[config.mk]
export PLATFORM = sky130hd
export DESIGN_NAME = cp_status_tracker
export DESIGN_NICKNAME = d
export VERILOG_FILES = /design/src/rtl/cp_pkg.sv /design/src/rtl/cp_cmd_qual.sv /design/src/rtl/cp_pipe_ctrl.sv /design/src/rtl/cp_result_hist.sv /design/src/rtl/cp_status_tracker.sv
export SDC_FILE = /design/constraint.sdc
export NUM_CORES = 1
export LEC_CHECK = 0
export ABC_CLOCK_PERIOD_IN_PS = 1500
export BUFFER_PORTS_ARGS = -buffer_cell sky130_fd_sc_hd__clkbuf_2
export CORE_AREA = 2 2 39 41
export DETAILED_ROUTE_END_ITERATION = 6
export DIE_AREA = 0 0 41 43
export HOLD_SLACK_MARGIN = 0.06
export PLACE_DENSITY = 0.67
export REMOVE_ABC_BUFFERS = 1
export SETUP_SLACK_MARGIN = 0.15
export SYNTH_ARGS = -nofsm -noshare
export SYNTH_HDL_FRONTEND = slang
export SYNTH_HIERARCHICAL = 1
export SYNTH_SLANG_ARGS = --single-unit
[constraint.sdc]
create_clock -name clk -period 1.5 [get_ports clk]
set_input_delay 0.45 -clock clk [delete_from_list [all_inputs] [get_ports clk]]
set_output_delay 0.45 -clock clk [all_outputs]
set_load 0.005 [all_outputs]
[src/rtl/cp_pkg.sv]
package cp_pkg;
  localparam int STAT_W         = 8;
  localparam int HIST_DEPTH     = 2;
  localparam int BIT_CUR        = 0;
  localparam int BIT_ARR_IDLE   = 5;
  localparam int BIT_CACHE_FREE = 6;

  typedef struct packed {
    logic accept;
    logic final_pg;
    logic reject;
  } cp_cmd_t;
endpackage

[src/rtl/cp_cmd_qual.sv]
module cp_cmd_qual
  import cp_pkg::*;
(
  input  logic    cache_cmd_i,
  input  logic    final_cmd_i,
  input  logic    cache_busy_i,
  output cp_cmd_t cmd_o
);
  logic any_cmd;

  always_comb begin
    any_cmd        = cache_cmd_i | final_cmd_i;
    cmd_o.accept   = any_cmd & ~cache_busy_i;
    cmd_o.reject   = any_cmd & cache_busy_i;
    cmd_o.final_pg = final_cmd_i;
  end
endmodule

[src/rtl/cp_pipe_ctrl.sv]
module cp_pipe_ctrl
  import cp_pkg::*;
(
  input  logic    clk,
  input  logic    rst_n,
  input  cp_cmd_t cmd_i,
  input  logic    xfer_done_i,
  input  logic    prog_done_i,
  output logic    cache_busy_o,
  output logic    array_busy_o,
  output logic    xfer_busy_o,
  output logic    load_new_o,
  output logic    capture_o,
  output logic    proto_err_o
);
  logic cache_busy_q, cache_busy_n;
  logic array_busy_q, array_busy_n;
  logic xfer_q, xfer_n;
  logic wait_q, wait_n;
  logic fin_cache_q, fin_cache_n;
  logic fin_arr_q, fin_arr_n;
  logic err_q, err_n;
  logic capture, load_new;

  always_comb begin
    capture      = prog_done_i & array_busy_q;
    load_new     = xfer_done_i & xfer_q;
    cache_busy_n = cache_busy_q;
    array_busy_n = array_busy_q;
    xfer_n       = xfer_q;
    wait_n       = wait_q;
    fin_cache_n  = fin_cache_q;
    fin_arr_n    = fin_arr_q;
    err_n        = cmd_i.reject;

    if (capture) begin
      array_busy_n = 1'b0;
      if (fin_arr_q) begin
        fin_arr_n    = 1'b0;
        cache_busy_n = 1'b0;
      end
    end

    if (load_new) begin
      xfer_n       = 1'b0;
      array_busy_n = 1'b1;
      fin_arr_n    = fin_cache_q;
      if (!fin_cache_q) cache_busy_n = 1'b0;
    end

    if (cmd_i.accept) begin
      cache_busy_n = 1'b1;
      fin_cache_n  = cmd_i.final_pg;
      wait_n       = 1'b1;
    end

    if (wait_n && !array_busy_n && !xfer_n) begin
      xfer_n = 1'b1;
      wait_n = 1'b0;
    end
  end

  always_ff @(posedge clk or negedge rst_n) begin
    if (!rst_n) begin
      cache_busy_q <= 1'b0;
      array_busy_q <= 1'b0;
      xfer_q       <= 1'b0;
      wait_q       <= 1'b0;
      fin_cache_q  <= 1'b0;
      fin_arr_q    <= 1'b0;
      err_q        <= 1'b0;
    end else begin
      cache_busy_q <= cache_busy_n;
      array_busy_q <= array_busy_n;
      xfer_q       <= xfer_n;
      wait_q       <= wait_n;
      fin_cache_q  <= fin_cache_n;
      fin_arr_q    <= fin_arr_n;
      err_q        <= err_n;
    end
  end

  assign cache_busy_o = cache_busy_q;
  assign array_busy_o = array_busy_q;
  assign xfer_busy_o  = xfer_q;
  assign load_new_o   = load_new;
  assign capture_o    = capture;
  assign proto_err_o  = err_q;
endmodule

[src/rtl/cp_result_hist.sv]
module cp_result_hist #(
  parameter int DEPTH = 2
) (
  input  logic             clk,
  input  logic             rst_n,
  input  logic             load_new_i,
  input  logic             capture_i,
  input  logic             fail_i,
  output logic [DEPTH-1:0] res_o
);
  logic [DEPTH-1:0] res_q, res_n;

  always_comb begin
    res_n = res_q;
    if (capture_i) res_n[0] = fail_i;
    else if (load_new_i) res_n[0] = 1'b0;
  end

  always_ff @(posedge clk or negedge rst_n) begin
    if (!rst_n) res_q[0] <= 1'b0;
    else        res_q[0] <= res_n[0];
  end

  for (genvar g = 1; g < DEPTH; g++) begin : g_hist
    always_ff @(posedge clk or negedge rst_n) begin
      if (!rst_n)          res_q[g] <= 1'b0;
      else if (load_new_i) res_q[g] <= res_q[g-1];
    end
  end

  assign res_o = res_q;
endmodule

[src/rtl/cp_status_tracker.sv]
module cp_status_tracker
  import cp_pkg::*;
(
  input  logic              clk,
  input  logic              rst_n,
  input  logic              cache_cmd_i,
  input  logic              final_cmd_i,
  input  logic              xfer_done_i,
  input  logic              prog_done_i,
  input  logic              prog_fail_i,
  output logic [STAT_W-1:0] status_o,
  output logic              ready_o,
  output logic              proto_err_o
);
  cp_cmd_t         cmd;
  logic            cache_busy, array_busy, xfer_busy, load_new, capture;
  logic [HIST_DEPTH-1:0] res;

  cp_cmd_qual u_qual (
    .cache_cmd_i (cache_cmd_i),
    .final_cmd_i (final_cmd_i),
    .cache_busy_i(cache_busy),
    .cmd_o       (cmd)
  );

  cp_pipe_ctrl u_ctrl (
    .clk         (clk),
    .rst_n       (rst_n),
    .cmd_i       (cmd),
    .xfer_done_i (xfer_done_i),
    .prog_done_i (prog_done_i),
    .cache_busy_o(cache_busy),
    .array_busy_o(array_busy),
    .xfer_busy_o (xfer_busy),
    .load_new_o  (load_new),
    .capture_o   (capture),
    .proto_err_o (proto_err_o)
  );

  cp_result_hist #(.DEPTH(HIST_DEPTH)) u_hist (
    .clk       (clk),
    .rst_n     (rst_n),
    .load_new_i(load_new),
    .capture_i (capture),
    .fail_i    (prog_fail_i),
    .res_o     (res)
  );

  always_comb begin
    status_o                          = '0;
    status_o[BIT_CUR +: HIST_DEPTH]   = res;
    status_o[BIT_ARR_IDLE]            = ~(array_busy | xfer_busy);
    status_o[BIT_CACHE_FREE]          = ~cache_busy;
  end

  assign ready_o = ~cache_busy;
endmodule

### Yosys cells after proc, flatten, opt, wreduce, memory -nomap -nowiden

Cells that the tools add are included.

| storage, ports and cells | value |
|---|---|
| bits in registers | 9 |
| input bits | 7 |
| word-level logic and storage cells | 37 |

| cells by class | value |
|---|---|
| mux-type cells | 15 |
| bitwise gates (word level) | 8 |
| reductions and logical operators | 5 |

Operators by type and width:

| operator | number |
|---|---|
| two-way mux 1 bit | 15 |
| AND 1 bit | 4 |
| logical AND 1 bit | 2 |
| logical NOT 1 bit | 2 |
| inverter 1 bit | 2 |
| bitwise OR 1 bit | 2 |
| nonzero test 2 bit | 1 |

### Longest topological paths before layout

| logic depth | value |
|---|---|
| depth in word-level cells | 7 |
| mapped depth | 3 |
| gate-level depth less buffers | 3 |

### Hierarchy

The synthesis kept the hierarchy.

Modules (own cells, without submodules):

| module | times used | cells each | area each (um2) | seq. area each (um2) |
|---|---|---|---|---|
| cp_pipe_ctrl | 1 | 22 | 295.3 | 175.2 |
| cp_result_hist | 1 | 6 | 85.1 | 50.0 |
| cp_status_tracker | 1 | 8 | 48.8 | 0.0 |
| cp_cmd_qual | 1 | 3 | 25.0 | 0.0 |

### Worst setup path before layout

No wires, ideal clock.

| timing | value |
|---|---|
| kind | register to register |
| from | register u_ctrl.cache_busy_q (netlist: u_ctrl/cache_busy_o) |
| to | register u_ctrl.fin_cache_q |
| data arrival time | 971 ps |
| required time | 1,375 ps |
| setup slack | 405 ps |
| stages on the path, launching flop included | 3 |
| clock period less this slack | 1,095 ps |
| path through | dfrtp_1 o21ba_1 mux2_2 |

RTL lines:

| item | RTL line | RTL |
|---|---|---|
| from (decl) | cp_pipe_ctrl.sv:16 | `logic cache_busy_q, cache_busy_n;` |
| from (signal assigned) | cp_pipe_ctrl.sv:73 | `cache_busy_q <= cache_busy_n;` |
| to (signal assigned) | cp_pipe_ctrl.sv:77 | `fin_cache_q <= fin_cache_n;` |
| to (decl) | cp_pipe_ctrl.sv:20 | `logic fin_cache_q, fin_cache_n;` |

### Final worst setup path

| timing | value |
|---|---|
| from | register u_ctrl.xfer_q (netlist: u_ctrl/xfer_busy_o) |
| to | output status_o[5] |

| on the way | value |
|---|---|
| longest elaborated chain between the ends | 2 |

RTL lines:

| item | RTL line | RTL |
|---|---|---|
| from (decl) | cp_pipe_ctrl.sv:18 | `logic xfer_q, xfer_n;` |
| from (signal assigned) | cp_pipe_ctrl.sv:75 | `xfer_q <= xfer_n;` |
| bitwise OR 1 bit | cp_status_tracker.sv:52 | `status_o[BIT_ARR_IDLE] = ~(array_busy \| xfer_busy);` |
| inverter 1 bit | cp_status_tracker.sv:52 |  |
| to (decl) | cp_status_tracker.sv:11 | `output logic [STAT_W-1:0] status_o,` |

No other way between the ends.

==> impl_metrics.toml <==
[status]
run_status = "finished, final reports clean"

[place]
routabilityCongestion = 0.751
dp.cells = 63
hpwl_um = 595
port_buffers = 12
dp_slack_ns = 0.267

[power_and_ir_drop]
p_sw_frac = 0.314
powerDensity_nw_per_um2 = 1870
seq_power_share = 0.414
power_mw = 1.03
p_sw_uw = 323
internal_power_uw = 707
p_comb_frac = 0.408
leakage_nw = 0.282
max-vdd-ir-drop_v = 0.000521
pwr-share-clk = 0.178

[global_route]
grt_overflow = 0
grt_pass1_vias = 326
grt_max_degree = 10
grt_usage = 0.124
antenna_found_initial = 0
grt_pass1_wl_um = 1410

[routing]
drtIter0Drc = 2
routed_wl_um = 827
vias_per_cell = 4.52
drt-pass1-iter-count = 3
vias = 321
routedWlPerCell_um = 11.6
route.detailed.drc = 0
ant_nets = 0

[worst_setup_path]
critPathLaunchType = "flip-flop"
crit_path_end_kind = "output pin"
cp_num_buf_inv = 1
worstSetupPathType = "flip-flop to output pin"
slowest_stage = "dfrtp_1"
cp_top_family = "flip-flops"
critPathMaxStageDelay_ns = 0.41
cp.arrival_ns = 0.87
cp_data_required_time_ns = 1.05
path_max_fanout = 4
cp_cell_sequence = "nor2_1, clkbuf_2"

[floorplanning]
die_x_um = 41
initial_utilization = 0.328
dieHeight_um = 43
die_area_um2 = 1760
coreArea_um2 = 1380
rows = 14
io_pins = 17

[synth]
synthCells = 39
synth_warnings = 6
synth_area_leader_cell = "dfrtp_1"
synth_top_family_by_area = "simple AND/OR/NAND/NOR gates"
synth_most_common_cell = "dfrtp_1"
netlist_area_um2 = 454
muxShareOfSynthArea = 0.0579
yosysTopAreaCellShare = 0.496
synthTopCellsByCount = "dfrtp_1 (9), buf_4 (7), nor2_1 (3)"
synthAdderAreaFrac = 0
synth.distinct_cells = 20
synth_xor_area_frac = 0
synth_area_leaders = "dfrtp_1 (50%), buf_4 (12%), and2_4 (3.9%), mux2_4 (3.3%), nor2b_4 (3.0%)"
synthFlopType = "dfrtp_1"
ys_ff_latch = 9
yosysSeqAreaShare = 0.496
synth-edff-count = 0
synthSimpleGateAreaFrac = 0.163
async_reset_ff_frac = 1.00
avgSynthCellArea_um2 = 11.6
synth_compound_gate_area_share = 0.143

[cts]
ctsRootBufferMaster = "clkbuf_4"
cts_tree = "done"
cts_sinks = 9
h-tree-depth = 1
cts_buffers = 3
clk_pin_slew_worst_paths_ns = 0.06
clock_path_buffers = 2
worstSkewPairLatency_ns = 0.26

[flow_run]
max_cap_violations = 0

[cells_and_area]
nFillCells = 147
antenna_cells = 0
drive_gt1_frac = 0.473
syn_to_final_growth_pct = 21.5
ff_latch_area_um2 = 225
multi_input_area_um2 = 180
num-nets-final = 63
final_cells = 71

[sta]
min_period_ns = 1.32
tns_ns = 0
hold_viol = 0
setup_viol = 0
finClkSkew_ns = 0.0115
maxSlewViolCount = 0
layout_setup_ws_ns = 0.177
max_freq_mhz = 756
holdWs_ns = 0.424
fin_crit_sh = 0.882
grt_setup_unrepaired = "true"

[worst_hold_path]
hp-class = "input port to flip-flop"
-- worst paths after layout --
kind	startpoint	end	slack, ns	depth (start not counted)
worst max-delay path	u_ctrl/xfer_busy_o	status_o[5]	0.18	2
worst min-delay path	cache_cmd_i	u_ctrl/proto_err_o	0.42	2
worst max register to register	u_ctrl/cache_busy_o	u_ctrl/fin_cache_q	0.32	2
worst min register to register	u_ctrl/wait_q	u_ctrl/wait_q	0.50	1
max in group asynchronous	rst_n	u_ctrl/cache_busy_o	0.71	2
min in group asynchronous	rst_n	u_ctrl/fin_arr_q	0.58	2
-- routing by layer --
layer  track usage  wire, µm
met1         0.126       340
met2         0.197       433
met3        0.0471        37
met4        0.0800        15
met5             0         0
-- final cells by class --
class | instances | area share
inverters | 2 | 0.0136
well taps | 16 | 0.0363
flip-flops and latches | 9 | 0.408
clock buffers | 4 | 0.0476
repair buffers | 16 | 0.168
multi-input cells | 24 | 0.327
-- sequential cells by signal, indices dropped and copies added, names as in the netlist --
| signal | count |
|---|---|
| u_ctrl/xfer_busy_o | 1 |
| u_ctrl/proto_err_o | 1 |
| u_ctrl/wait_q | 1 |
| u_hist/res_o | 2 |
| u_ctrl/fin_arr_q | 1 |
| u_ctrl/fin_cache_q | 1 |
| u_ctrl/array_busy_o | 1 |
| u_ctrl/cache_busy_o | 1 |
-- kinds of logic after synthesis --
family          Yosys count
mux                       2
other cells               1
simple gates             11
compound gates            7
flops                     9
buf+inv                   9
-- cells in the final DEF (no fill, tap or decap), drive strengths merged --
cell and instances:
or2b 1, nor2b 1, dfrtp 9, o21a 1, nand3b 1, a31o 1, and2 2, dlygate4sd3 1
mux2 2, a22o 1, clkbuf 16, nand3 2, buf 3, conb 4, nor2 3, or2 1
o21ba 1, inv 2, o22a 1, o31ai 2
-- power by group through the flow --
stage | clock (mW) | combinational, mW | sequential (mW)
2_1_floorplan | 0 | 0.230 | 0.426
3_3_place_gp | 0 | 0.340 | 0.438
3_5_place_dp | 0 | 0.350 | 0.444
4_1_cts | 0.195 | 0.399 | 0.427
5_1_grt | 0.209 | 0.467 | 0.443
6_report | 0.183 | 0.420 | 0.427
-- stage by stage --
stage          instance area, µm²  utilization
2_1_floorplan                 413            -
3_3_place_gp                  493        0.356
3_5_place_dp                  493        0.356
4_1_cts                       544        0.393
5_1_grt                       552        0.399
6_report                      552        0.399
-- what timing repair did --
action / CTS / global route
hold buffers: 1 / 0
endpoints found under the hold margin: 9 / 0
gates resized for setup: 0 / 1
pin swaps: 1 / 0
endpoints found under the setup margin: 1 / 3
buffers inserted: 2 / 1
No activity file was read; power rests on OpenSTA's default activity.
